`config.mk`:
```
export PLATFORM = sky130hd
export DESIGN_NAME = slot_conn_seq
export DESIGN_NICKNAME = d
export VERILOG_FILES = /design/src/rtl/slot_seq_pkg.sv /design/src/rtl/slot_pg_sync.sv /design/src/rtl/slot_seq_timer.sv /design/src/rtl/slot_wr_check.sv /design/src/rtl/slot_conn_seq.sv
export SDC_FILE = /design/constraint.sdc
export NUM_CORES = 1
export LEC_CHECK = 0
export BUFFER_PORTS_ARGS = -buffer_cell sky130_fd_sc_hd__buf_2
export CORE_MARGIN = 8
export CORE_UTILIZATION = 50
export CTS_BUF_LIST = sky130_fd_sc_hd__clkbuf_4
export DETAILED_ROUTE_END_ITERATION = 6
export PLACE_DENSITY = 0.76
export SLEW_MARGIN = 10
export SYNTH_ARGS = -nofsm -noshare
export SYNTH_HDL_FRONTEND = slang
export SYNTH_SLANG_ARGS = --single-unit
```
`constraint.sdc`:
```
create_clock -name clk -period 4.35 [get_ports clk]
set_clock_uncertainty 0.1 [all_clocks]
set_input_delay 0.435 -clock clk [delete_from_list [all_inputs] [get_ports clk]]
set_output_delay 0.435 -clock clk [all_outputs]
set_load 0.02 [all_outputs]
```
`src/rtl/slot_seq_pkg.sv`:
```
package slot_seq_pkg;

    typedef enum logic [3:0] {
        S_OFF    = 4'd0,
        S_PWAIT  = 4'd1,
        S_PFAIL  = 4'd2,
        S_PRDY   = 4'd3,
        S_CLKRUN = 4'd4,
        S_WIDTH  = 4'd5,
        S_SWON   = 4'd6,
        S_ACTIVE = 4'd7,
        S_DN_RST = 4'd8,
        S_DN_CLK = 4'd9,
        S_DN_PWR = 4'd10
    } seq_state_e;

    // control word, bit 0 is power_on
    typedef struct packed {
        logic auto_mode;  // [6]
        logic sw_close;   // [5]
        logic slot32;     // [4]
        logic width_n;    // [3]
        logic clk_n;      // [2]
        logic rst_rel;    // [1]
        logic power_on;   // [0]
    } ctl_word_t;

    localparam int CW_BITS = $bits(ctl_word_t);

    localparam logic [CW_BITS-1:0] M_PWR  = 7'h01;
    localparam logic [CW_BITS-1:0] M_REL  = 7'h02;
    localparam logic [CW_BITS-1:0] M_CLK  = 7'h04;
    localparam logic [CW_BITS-1:0] M_REQ  = 7'h08;
    localparam logic [CW_BITS-1:0] M_W32  = 7'h10;
    localparam logic [CW_BITS-1:0] M_SW   = 7'h20;
    localparam logic [CW_BITS-1:0] M_AUTO = 7'h40;

    localparam ctl_word_t CW_IDLE = ctl_word_t'(7'h0C);

    typedef enum logic [2:0] {
        WR_NOP,   // no change requested
        WR_STEP,  // next legal step
        WR_MODE,  // mode change while off
        WR_DOWN,  // power removal request
        WR_BAD,   // order violation
        WR_SKIP   // ignored during unwinding
    } wr_kind_e;

    typedef struct packed {
        logic pwr;
        logic rst_n;
        logic clk_n;
        logic req64_n;
        logic sw;
    } slot_drv_t;

    localparam slot_drv_t DRV_OFF = '{pwr: 1'b0, rst_n: 1'b0, clk_n: 1'b1,
                                      req64_n: 1'b1, sw: 1'b0};

    function automatic int max3(input int a, input int b, input int c);
        int m;
        m = (a > b) ? a : b;
        return (m > c) ? m : c;
    endfunction

    function automatic logic in_unwind(input seq_state_e s);
        return (s == S_DN_RST) || (s == S_DN_CLK) || (s == S_DN_PWR);
    endfunction

endpackage

```
`src/rtl/slot_pg_sync.sv`:
```
module slot_pg_sync #(
    parameter int STAGES = 2
) (
    input  logic clk,
    input  logic rst,
    input  logic din,
    output logic dout
);
    logic [STAGES-1:0] sh_q;

    generate
        if (STAGES == 1) begin : g_one
            always_ff @(posedge clk) begin
                if (rst) sh_q <= '0;
                else     sh_q <= din;
            end
        end else begin : g_chain
            always_ff @(posedge clk) begin
                if (rst) sh_q <= '0;
                else     sh_q <= {sh_q[STAGES-2:0], din};
            end
        end
    endgenerate

    assign dout = sh_q[STAGES-1];
endmodule

```
`src/rtl/slot_seq_timer.sv`:
```
module slot_seq_timer #(
    parameter int W = 8
) (
    input  logic         clk,
    input  logic         rst,
    input  logic         load,
    input  logic [W-1:0] load_val,
    output logic         done
);
    logic [W-1:0] cnt_q;

    always_ff @(posedge clk) begin
        if (rst)                cnt_q <= '0;
        else if (load)          cnt_q <= load_val;
        else if (cnt_q != '0)   cnt_q <= cnt_q - 1'b1;
    end

    assign done = (cnt_q == '0);
endmodule

```
`src/rtl/slot_wr_check.sv`:
```
module slot_wr_check
    import slot_seq_pkg::*;
(
    input  seq_state_e state,
    input  ctl_word_t  cur,
    input  ctl_word_t  wd,
    output wr_kind_e   kind
);
    logic [CW_BITS-1:0] diff;

    assign diff = cur ^ wd;

    always_comb begin
        kind = WR_BAD;
        if (in_unwind(state)) begin
            kind = WR_SKIP;
        end else if (state != S_OFF && !wd.power_on) begin
            kind = WR_DOWN;
        end else if (diff == '0) begin
            kind = WR_NOP;
        end else begin
            unique case (state)
                S_OFF: begin
                    if ((diff & ~(M_PWR | M_AUTO)) != '0) kind = WR_BAD;
                    else if (wd.power_on)                 kind = WR_STEP;
                    else                                  kind = WR_MODE;
                end
                S_PRDY:   kind = (diff == M_CLK) ? WR_STEP : WR_BAD;
                S_CLKRUN: kind = ((diff & ~M_W32) == M_REQ) ? WR_STEP : WR_BAD;
                S_WIDTH:  kind = (!cur.auto_mode && diff == M_SW) ? WR_STEP : WR_BAD;
                S_SWON:   kind = (!cur.auto_mode && diff == M_REL) ? WR_STEP : WR_BAD;
                default:  kind = WR_BAD;
            endcase
        end
    end
endmodule

```
`src/rtl/slot_conn_seq.sv`:
```
module slot_conn_seq
    import slot_seq_pkg::*;
#(
    parameter int SW_DLY      = 16,
    parameter int RST_DLY     = 8,
    parameter int PG_TMO      = 256,
    parameter int SYNC_STAGES = 2
) (
    input  logic               clk,
    input  logic               rst,
    input  logic               ctl_we,
    input  logic [CW_BITS-1:0] ctl_wdata,
    input  logic               pwr_good,
    output logic               pwr_en,
    output logic               slot_rst_n,
    output logic               clk_gate_n,
    output logic               req64_n,
    output logic               bus_sw_en,
    output logic [3:0]         seq_state,
    output logic               seq_err,
    output logic               pwr_fault
);
    localparam int TW = $clog2(max3(SW_DLY, RST_DLY, PG_TMO) + 1);
    localparam logic [TW-1:0] LD_SW  = TW'(SW_DLY - 1);
    localparam logic [TW-1:0] LD_RST = TW'(RST_DLY - 1);
    localparam logic [TW-1:0] LD_PG  = TW'(PG_TMO - 1);

    seq_state_e state_q, state_d;
    ctl_word_t  creg_q, creg_d, wd;
    slot_drv_t  drv_q, drv_d;
    logic       err_q, err_d, flt_q, flt_d;
    logic       pg_s;
    logic       tmr_load, tmr_done;
    logic [TW-1:0] tmr_val;
    wr_kind_e   kind;

    assign wd = ctl_word_t'(ctl_wdata);

    slot_pg_sync #(.STAGES(SYNC_STAGES)) u_pg_sync (
        .clk (clk),
        .rst (rst),
        .din (pwr_good),
        .dout(pg_s)
    );

    slot_seq_timer #(.W(TW)) u_timer (
        .clk     (clk),
        .rst     (rst),
        .load    (tmr_load),
        .load_val(tmr_val),
        .done    (tmr_done)
    );

    slot_wr_check u_check (
        .state(state_q),
        .cur  (creg_q),
        .wd   (wd),
        .kind (kind)
    );

    always_comb begin
        state_d  = state_q;
        creg_d   = creg_q;
        drv_d    = drv_q;
        err_d    = err_q;
        flt_d    = flt_q;
        tmr_load = 1'b0;
        tmr_val  = '0;

        if (ctl_we && kind == WR_BAD) err_d = 1'b1;

        if (ctl_we && kind == WR_DOWN) begin
            state_d          = S_DN_RST;
            drv_d.sw         = 1'b0;
            creg_d           = CW_IDLE;
            creg_d.auto_mode = creg_q.auto_mode;
        end else if (ctl_we && kind == WR_MODE) begin
            creg_d = wd;
        end else if (ctl_we && kind == WR_STEP) begin
            creg_d = wd;
            unique case (state_q)
                S_OFF: begin
                    state_d   = S_PWAIT;
                    drv_d.pwr = 1'b1;
                    flt_d     = 1'b0;
                    tmr_load  = 1'b1;
                    tmr_val   = LD_PG;
                end
                S_PRDY: begin
                    state_d     = S_CLKRUN;
                    drv_d.clk_n = 1'b0;
                    tmr_load    = 1'b1;
                    tmr_val     = LD_SW;
                end
                S_CLKRUN: begin
                    state_d       = S_WIDTH;
                    drv_d.req64_n = wd.slot32;
                end
                S_WIDTH: begin
                    state_d  = S_SWON;
                    drv_d.sw = 1'b1;
                end
                S_SWON: begin
                    state_d     = S_ACTIVE;
                    drv_d.rst_n = 1'b1;
                end
                default: ;
            endcase
        end else begin
            unique case (state_q)
                S_PWAIT: begin
                    if (pg_s) begin
                        state_d = S_PRDY;
                    end else if (tmr_done) begin
                        state_d = S_PFAIL;
                        flt_d   = 1'b1;
                    end
                end
                S_WIDTH: begin
                    if (creg_q.auto_mode && tmr_done) begin
                        state_d  = S_SWON;
                        drv_d.sw = 1'b1;
                        tmr_load = 1'b1;
                        tmr_val  = LD_RST;
                    end
                end
                S_SWON: begin
                    if (creg_q.auto_mode && tmr_done) begin
                        state_d     = S_ACTIVE;
                        drv_d.rst_n = 1'b1;
                    end
                end
                S_DN_RST: begin
                    state_d     = S_DN_CLK;
                    drv_d.rst_n = 1'b0;
                end
                S_DN_CLK: begin
                    state_d     = S_DN_PWR;
                    drv_d.clk_n = 1'b1;
                end
                S_DN_PWR: begin
                    state_d = S_OFF;
                    drv_d   = DRV_OFF;
                end
                default: ;
            endcase
        end
    end

    always_ff @(posedge clk) begin
        if (rst) begin
            state_q <= S_OFF;
            creg_q  <= CW_IDLE;
            drv_q   <= DRV_OFF;
            err_q   <= 1'b0;
            flt_q   <= 1'b0;
        end else begin
            state_q <= state_d;
            creg_q  <= creg_d;
            drv_q   <= drv_d;
            err_q   <= err_d;
            flt_q   <= flt_d;
        end
    end

    assign pwr_en     = drv_q.pwr;
    assign slot_rst_n = drv_q.rst_n;
    assign clk_gate_n = drv_q.clk_n;
    assign req64_n    = drv_q.req64_n;
    assign bus_sw_en  = drv_q.sw;
    assign seq_state  = state_q;
    assign seq_err    = err_q;
    assign pwr_fault  = flt_q;

    // ordering guards
    a_r5_clk_needs_pwr: assert property (@(posedge clk) disable iff (rst)
        !clk_gate_n |-> pwr_en);

    a_r3_clk_after_ready: assert property (@(posedge clk) disable iff (rst)
        $fell(clk_gate_n) |-> $past(state_q) == S_PRDY);

    a_r7_sw_needs_clk: assert property (@(posedge clk) disable iff (rst)
        bus_sw_en |-> (!clk_gate_n && pwr_en));

    a_r7_release_needs_sw: assert property (@(posedge clk) disable iff (rst)
        $rose(slot_rst_n) |-> bus_sw_en);

    a_r10_power_last: assert property (@(posedge clk) disable iff (rst)
        $fell(pwr_en) |-> (clk_gate_n && !slot_rst_n && !bus_sw_en));

    a_r10_clk_stop_after_reset: assert property (@(posedge clk) disable iff (rst)
        $rose(clk_gate_n) |-> (!slot_rst_n && !bus_sw_en));

    a_r9_bad_write_flags: assert property (@(posedge clk) disable iff (rst)
        (ctl_we && kind == WR_BAD) |=> seq_err);

    a_r9_err_sticky: assert property (@(posedge clk) disable iff (rst)
        seq_err |=> seq_err);

    a_r12_unwind_ignores_writes: assert property (@(posedge clk) disable iff (rst)
        (ctl_we && in_unwind(state_q)) |=> (creg_q == $past(creg_q) && seq_err == $past(seq_err)));

endmodule

```
Word level (Yosys, flattened, before mapping)

Index checks and enable logic that the tools add are counted.

Register bits: 29
Latch bits: 0
Memory bits (writable): 0
ROM bits: 0
Bits of input ports: 11
Output and inout port bits: 11
Logic and storage cells: 146
Memories: 0

Add/subtract/negate cells: 1
Multiply operators: 0
Div/mod/pow operators: 0
$lt $le $gt $ge: 0
Equality and inequality tests: 31
Shifts and indexed selects: 0
Mux-type cells: 52
Bitwise gates (word level): 3
Reductions and logical operators: 41

Operators with widths:

| cell                                                 | number |
|---|---|
| two-way mux 9 bit                                    | 6 |
| two-way mux 4 bit                                    | 7 |
| two-way mux 3 bit                                    | 9 |
| one-hot mux 4 bit (6 select lines)                   | 1 |
| two-way mux 1 bit                                    | 20 |
| one-hot mux 4 bit (5 select lines)                   | 1 |
| AND reduction 6 bit                                  | 3 |
| one-hot mux 8 bit (2 select lines)                   | 1 |
| AND reduction 4 bit                                  | 4 |
| nonzero test 2 bit                                   | 8 |
| one-hot mux 3 bit (5 select lines)                   | 1 |
| two-way mux 7 bit                                    | 2 |
| nonzero test 7 bit                                   | 2 |
| equality test 4 x 3 -> 1 bit (second input constant) | 3 |
| equality test 4 bit (second input constant)          | 3 |
| != test 2 x 1 -> 1 bit (second input constant)       | 5 |
| zero test 9 bit                                      | 1 |
| nonzero test 9 bit                                   | 1 |
| subtractor 9 x 1 -> 9 bit (second input constant)    | 1 |
| logical AND 1 bit                                    | 8 |
| != test 4 bit (second input constant)                | 2 |
| nonzero test 8 bit                                   | 1 |
| OR reduction 2 bit                                   | 4 |
| equality test 7 x 2 -> 1 bit (second input constant) | 1 |
| 26 further kinds                                     | 33 |

Depth between registers and ports, before layout

Depth after elaboration: 14
Depth in mapped cells: 12
Depth with buffers taken out: 10

By module

Synthesis repeated with hierarchy kept, for this count alone.

Cells, all modules: 250
Area, all modules: 2,043.2 µm²

Modules (own cells, without submodules):

| module         | instances | cells each | area an instance (µm²) | sequential area each (µm²) |
|---|---|---|---|---|
| slot_conn_seq  | 1         | 131        | 1,078.5                | 360.3 |
| slot_seq_timer | 1         | 62         | 514.2                  | 180.2 |
| slot_wr_check  | 1         | 53         | 397.9                  | 0.0 |
| slot_pg_sync   | 1         | 4          | 52.6                   | 40.0 |

Worst setup path after synthesis

No wires, ideal clock.

Kind: register to register
From: register state_q[0], in the netlist seq_state[0]
To: register state_q[2], in the netlist seq_state[2]
Setup time: 0.070 ns
Data arrival time: 2.692 ns
Required time: 4.180 ns
Slack: 1.488 ns
Stages on the path, launching flop included: 10
Buffers on the path: 1
Clock period less this slack: 2.862 ns
Cells stage by stage: dfxtp_1 buf_4 or4bb_1 nor4_1 o2111ai_1 and4_4 a21o_1 o41a_1 or3_1 o21ai_2

Word-level cells in the longest chain between the ends: 9
Elaborated cells between the ends (all ways): 34
Those cells by class: eq/ne: 15; mux: 7; bitwise: 1; reduce/logical: 11

Ends and longest elaborated chain:

| what                                                                                | RTL line                                                       | source |
|---|---|---|
| start, declared                                                                     | slot_conn_seq.sv:28                                            | `seq_state_e state_q, state_d;` |
| start signal, assigned                                                              | slot_conn_seq.sv:158                                           | `state_q <= state_d;` |
| equality test 4 x 3 -> 1 bit, or another cell as far along                          | slot_wr_check.sv:22, slot_conn_seq.sv:81, slot_conn_seq.sv:110 |  |
| one-hot mux 3 bit (5 select lines)                                                  | slot_wr_check.sv:22                                            | `unique case (state)` |
| two-way mux 3 bit                                                                   | slot_wr_check.sv:19                                            | `end else if (diff == '0) begin` |
| two-way mux 3 bit                                                                   | slot_wr_check.sv:17                                            | `end else if (state != S_OFF && !wd.power_on) begin` |
| two-way mux 3 bit                                                                   | slot_wr_check.sv:15                                            | `if (in_unwind(state)) begin` |
| equality test 3 x 1 -> 1 bit / equality test 3 x 2 -> 1 bit (equally long branches) | slot_conn_seq.sv:79, slot_conn_seq.sv:77                       |  |
| logical AND 1 bit, on equally long branches                                         | slot_conn_seq.sv:79, slot_conn_seq.sv:77                       |  |
| != test 6 x 1 -> 1 bit (no source line), or another cell as far along               | --                                                             |  |
| AND reduction 6 bit (no source line)                                                | --                                                             |  |

Several ways; a longest one is shown, not always the timed one. The select of a mux whose other input is x is not followed.
A chain may end at the register's enable or synchronous reset.

Worst setup path after layout

From: register state_q[1], in the netlist seq_state[1]
To: register u_timer.cnt_q[8]

Word-level cells in the longest chain between the ends: 11
Elaborated cells between the ends (all ways): 33
Those cells by class: eq/ne: 10; mux: 13; reduce/logical: 10

Ends and longest elaborated chain:

| what                                                           | RTL line             | source |
|---|---|---|
| equality test 4 x 3 -> 1 bit, or another cell as far along     | slot_wr_check.sv:22  |  |
| one-hot mux 3 bit (5 select lines)                             | slot_wr_check.sv:22  |  |
| two-way mux 3 bit                                              | slot_wr_check.sv:19  |  |
| two-way mux 3 bit                                              | slot_wr_check.sv:17  |  |
| two-way mux 3 bit                                              | slot_wr_check.sv:15  |  |
| equality test 3 x 1 -> 1 bit                                   | slot_conn_seq.sv:79  | `end else if (ctl_we && kind == WR_STEP) begin` |
| logical AND 1 bit                                              | slot_conn_seq.sv:79  |  |
| two-way mux 9 bit / two-way mux 1 bit (equally long branches)  | slot_conn_seq.sv:79  |  |
| two-way mux 9 bit / two-way mux 1 bit (equally long branches)  | slot_conn_seq.sv:77  | `end else if (ctl_we && kind == WR_MODE) begin` |
| two-way mux 9 bit / two-way mux 1 bit (equally long branches)  | slot_conn_seq.sv:72  | `if (ctl_we && kind == WR_DOWN) begin` |
| two-way mux 9 bit / nonzero test 2 bit (equally long branches) | --                   |  |
| end signal, assigned                                           | slot_seq_timer.sv:14 | `else if (load) cnt_q <= load_val;` |
| end signal, assigned                                           | slot_seq_timer.sv:15 | `else if (cnt_q != '0) cnt_q <= cnt_q - 1'b1;` |
| end, declared                                                  | slot_seq_timer.sv:10 | `logic [W-1:0] cnt_q;` |

Several ways; a longest one is shown, not always the timed one.

==> impl_metrics.tcl <==
set metrics [dict create \
    status "completed" \
    clk_latency_ns 0.33 \
    initial_core_util_pct 51.4 \
    clockBufferDepth 2 \
    cts_buffers 5 \
    yosysTopAreaCellShare_pct 31.1 \
    required_ns 4.47 \
    ant_nets 0 \
    coreArea_sq_um 3630 \
    post_cts_resized 0 \
    dp_slack_ns 1.04 \
    ir_drop_v 0.000324 \
    setup_viol 0 \
    crit_fanout 21 \
    via_count 1853 \
    grt_use_total_pct 16.0 \
    grt_pass1_wl_um 7910 \
    cp-startpoint "seq_state[1]" \
    powerDensity_nw_per_um2 617 \
    worstSetupPathType "reg2reg" \
    grt_pass1_vias 1712 \
    ff2ff_setup_slack_ns 0.98 \
    cp-end-kind "flip-flop" \
    synth_edf_count 0 \
    ys_ff_latch 29 \
    synth_nets 254 \
    dieArea_sq_um 5950 \
    async_flop_share_pct 0 \
    ys_types 57 \
    final_nets 271 \
    drive_gt1_share_pct 14.6 \
    hpwl_um 3580 \
    finalCriticalPeriod_ns 3.37 \
    endpoint "u_timer.cnt_q[8]" \
    yosysWarnings 0 \
    postSynthCellCount 242 \
    grt_setup_unrepaired "false" \
    drcViolationCount 0 \
    finalHoldViolCount 0 \
    num-fill-cells 354 \
    diodes 0 \
    critical_path_arrival_ns 3.49 \
    syn_to_final_growth_pct 8.77 \
    root_buffer "clkbuf_4" \
    post-route-util_pct 56.0 \
    clk_pin_slew_worst_paths_ns 0.10 \
    regToRegStartpoint "seq_state[1]" \
    synth.avg_cell_area_sq_um 7.72 \
    setup.worst_path.start_class "flip-flop" \
    antenna_found_initial 0 \
    max_freq_mhz 297 \
    routedWlPerCell_um 15.5 \
    power.leakage_nw 0.791 \
    slew_violations 0 \
    seq_area_frac_synth_pct 31.1 \
    max_slew_margin_pct 41.1 \
    drt-initial-drc-count 252 \
    r2r_end "u_timer.cnt_q[8]" \
    post_cts_buffers 0 \
    drv_cap 0 \
    timing.final.crit_share_pct 77.4 \
    grt_max_degree 22 \
    postCtsHoldBufs 0 \
    synth_top_area_cell "dfxtp_1" \
    hp-class "in2reg" \
    die_h_um 77.1 \
    die_width_um 77.1 \
    ios 22 \
    clock-sinks 29 \
    dr.pass1.iters 4 \
    io_buffers 21 \
    setup-tns-final_ns 0 \
    worstMarginPinSlew_ns 0.882 \
    fin_ws_ns 0.982 \
    synth.area.top_cells "dfxtp_1 31%, a21oi_1 6.7%, nand2_1 6.0%" \
    syn_area_sq_um 1870 \
    rows 22 \
    cts_tree "yes" \
    routed_wl_um 4770 \
    vias_per_cell 6.02 \
    synth_flop_cell "dfxtp_1" \
    cts_max_level 2 \
    gp_congestion 0.940 \
    reg2reg_depth 8 \
    overflow 0 \
]
kinds of logic after synthesis:
group,Yosys count,synth area share (%)
XOR/XNOR,16,7.50
multiplexers,2,1.07
AND/OR/NAND/NOR,108,32.1
buffers and inverters,18,4.42
adder cells (fa/ha/maj),1,0.669
AO/OA/AOI/OAI,68,23.2
flip-flops,29,31.1
cells in the final DEF (no fill, tap or decap), drive strengths merged, types with 5 or more instances in the layout:
cell type   n
nor3       11
dfxtp      29
inv         7
xnor2       9
nand2      30
a31oi       5
a211oi      5
o21ai      12
clkbuf      5
nor2       20
nand3       6
a21oi      26
buf        21
nor2b       5
xor2        7
nor4        5
cells in the mapped netlist, types with 2 or more instances:
| cell type | number |
|---|---|
| dfxtp_1 | 29 |
| o2111ai_1 | 2 |
| nor2b_1 | 5 |
| nor2_1 | 20 |
| and3_1 | 2 |
| a21oi_1 | 25 |
| nand2b_1 | 4 |
| nor3b_2 | 2 |
| nor3_1 | 11 |
| a41oi_1 | 2 |
| buf_2 | 3 |
| or3_1 | 4 |
| inv_1 | 7 |
| xnor2_1 | 9 |
| o31ai_1 | 2 |
| a21o_1 | 3 |
| and2_1 | 3 |
| a211oi_1 | 5 |
| nor3b_1 | 2 |
| a211o_1 | 2 |
| o21ai_1 | 4 |
| xor2_1 | 7 |
| and4bb_1 | 2 |
| nand3_1 | 6 |
| o21ai_0 | 7 |
| clkbuf_1 | 6 |
| nand2_1 | 30 |
| mux2i_1 | 2 |
| nor4_1 | 4 |
| a31oi_1 | 5 |
critical path, stage by stage, from the launching register on:
cell,delay [ns]
dfxtp_1,0.73
or4bb_1,0.64
nor4_1,0.19
o2111ai_1,0.19
and4_4,0.25
a21oi_2,0.21
and3_1,0.50
a32oi_1,0.20
and4bb_1,0.24
state kept, by name (all words and copies together) (netlist names):
name,count
bus_sw_en,1
clk_gate_n,1
creg_q,7
pwr_en,1
pwr_fault,1
req64_n,1
seq_err,1
seq_state,4
slot_rst_n,1
u_pg_sync.sh_q,2
u_timer.cnt_q,9
through the flow:
step	hold slack, ns	std cells	power, mW	area (sq um)
floorplan	0.314	242	0.950	1870
global placement	0.348	300	1.08	1980
detailed placement	0.356	300	1.09	1980
CTS	0.199	308	1.26	2030
global route	0.225	308	1.37	2030
finish	0.206	308	1.25	2030
layer usage:
| metal | global-route usage [%] | part of all wire, % | vias up |
|---|---|---|---|
| met1 | 18.3 | 41 | 851 |
| li1 | - | - | 921 |
| met4 | 5.85 | 1.6 | 0 |
| met3 | 4.08 | 7.2 | 7 |
| met2 | 27.8 | 50 | 74 |
| met5 | 0 | 0 | - |
cell type report:
type	instances	area, sq um	share of cell area [%]
multi-input cells	195	1210	59.3
flip-flops and latches	29	581	28.6
repair buffers	21	105	5.17
well taps	48	60.1	2.95
clock buffers	5	37.5	1.85
inverters	7	26.3	1.29
clock inverters	3	17.5	0.862
power by group:
group	internal [mW]	leakage (nW)	switching, mW
registers	0.323	0.237	0.0834
clock network	0.0608	0.0310	0.0980
logic	0.279	0.523	0.412
total	0.662	0.791	0.593
worst min-delay path by stage:
stage          cells past startpoint           endpoint               from  slack (ns)
2_1_floorplan                      1  u_pg_sync.sh_q[1]  u_pg_sync.sh_q[0]        0.31
3_3_place_gp                       2         slot_rst_n         slot_rst_n        0.35
3_5_place_dp                       2         slot_rst_n         slot_rst_n        0.36
4_1_cts                            2  u_pg_sync.sh_q[0]           pwr_good        0.20
5_1_grt                            2  u_pg_sync.sh_q[0]           pwr_good        0.22
6_report                           2  u_pg_sync.sh_q[0]           pwr_good        0.21
No activity file was read; power rests on OpenSTA's default activity.
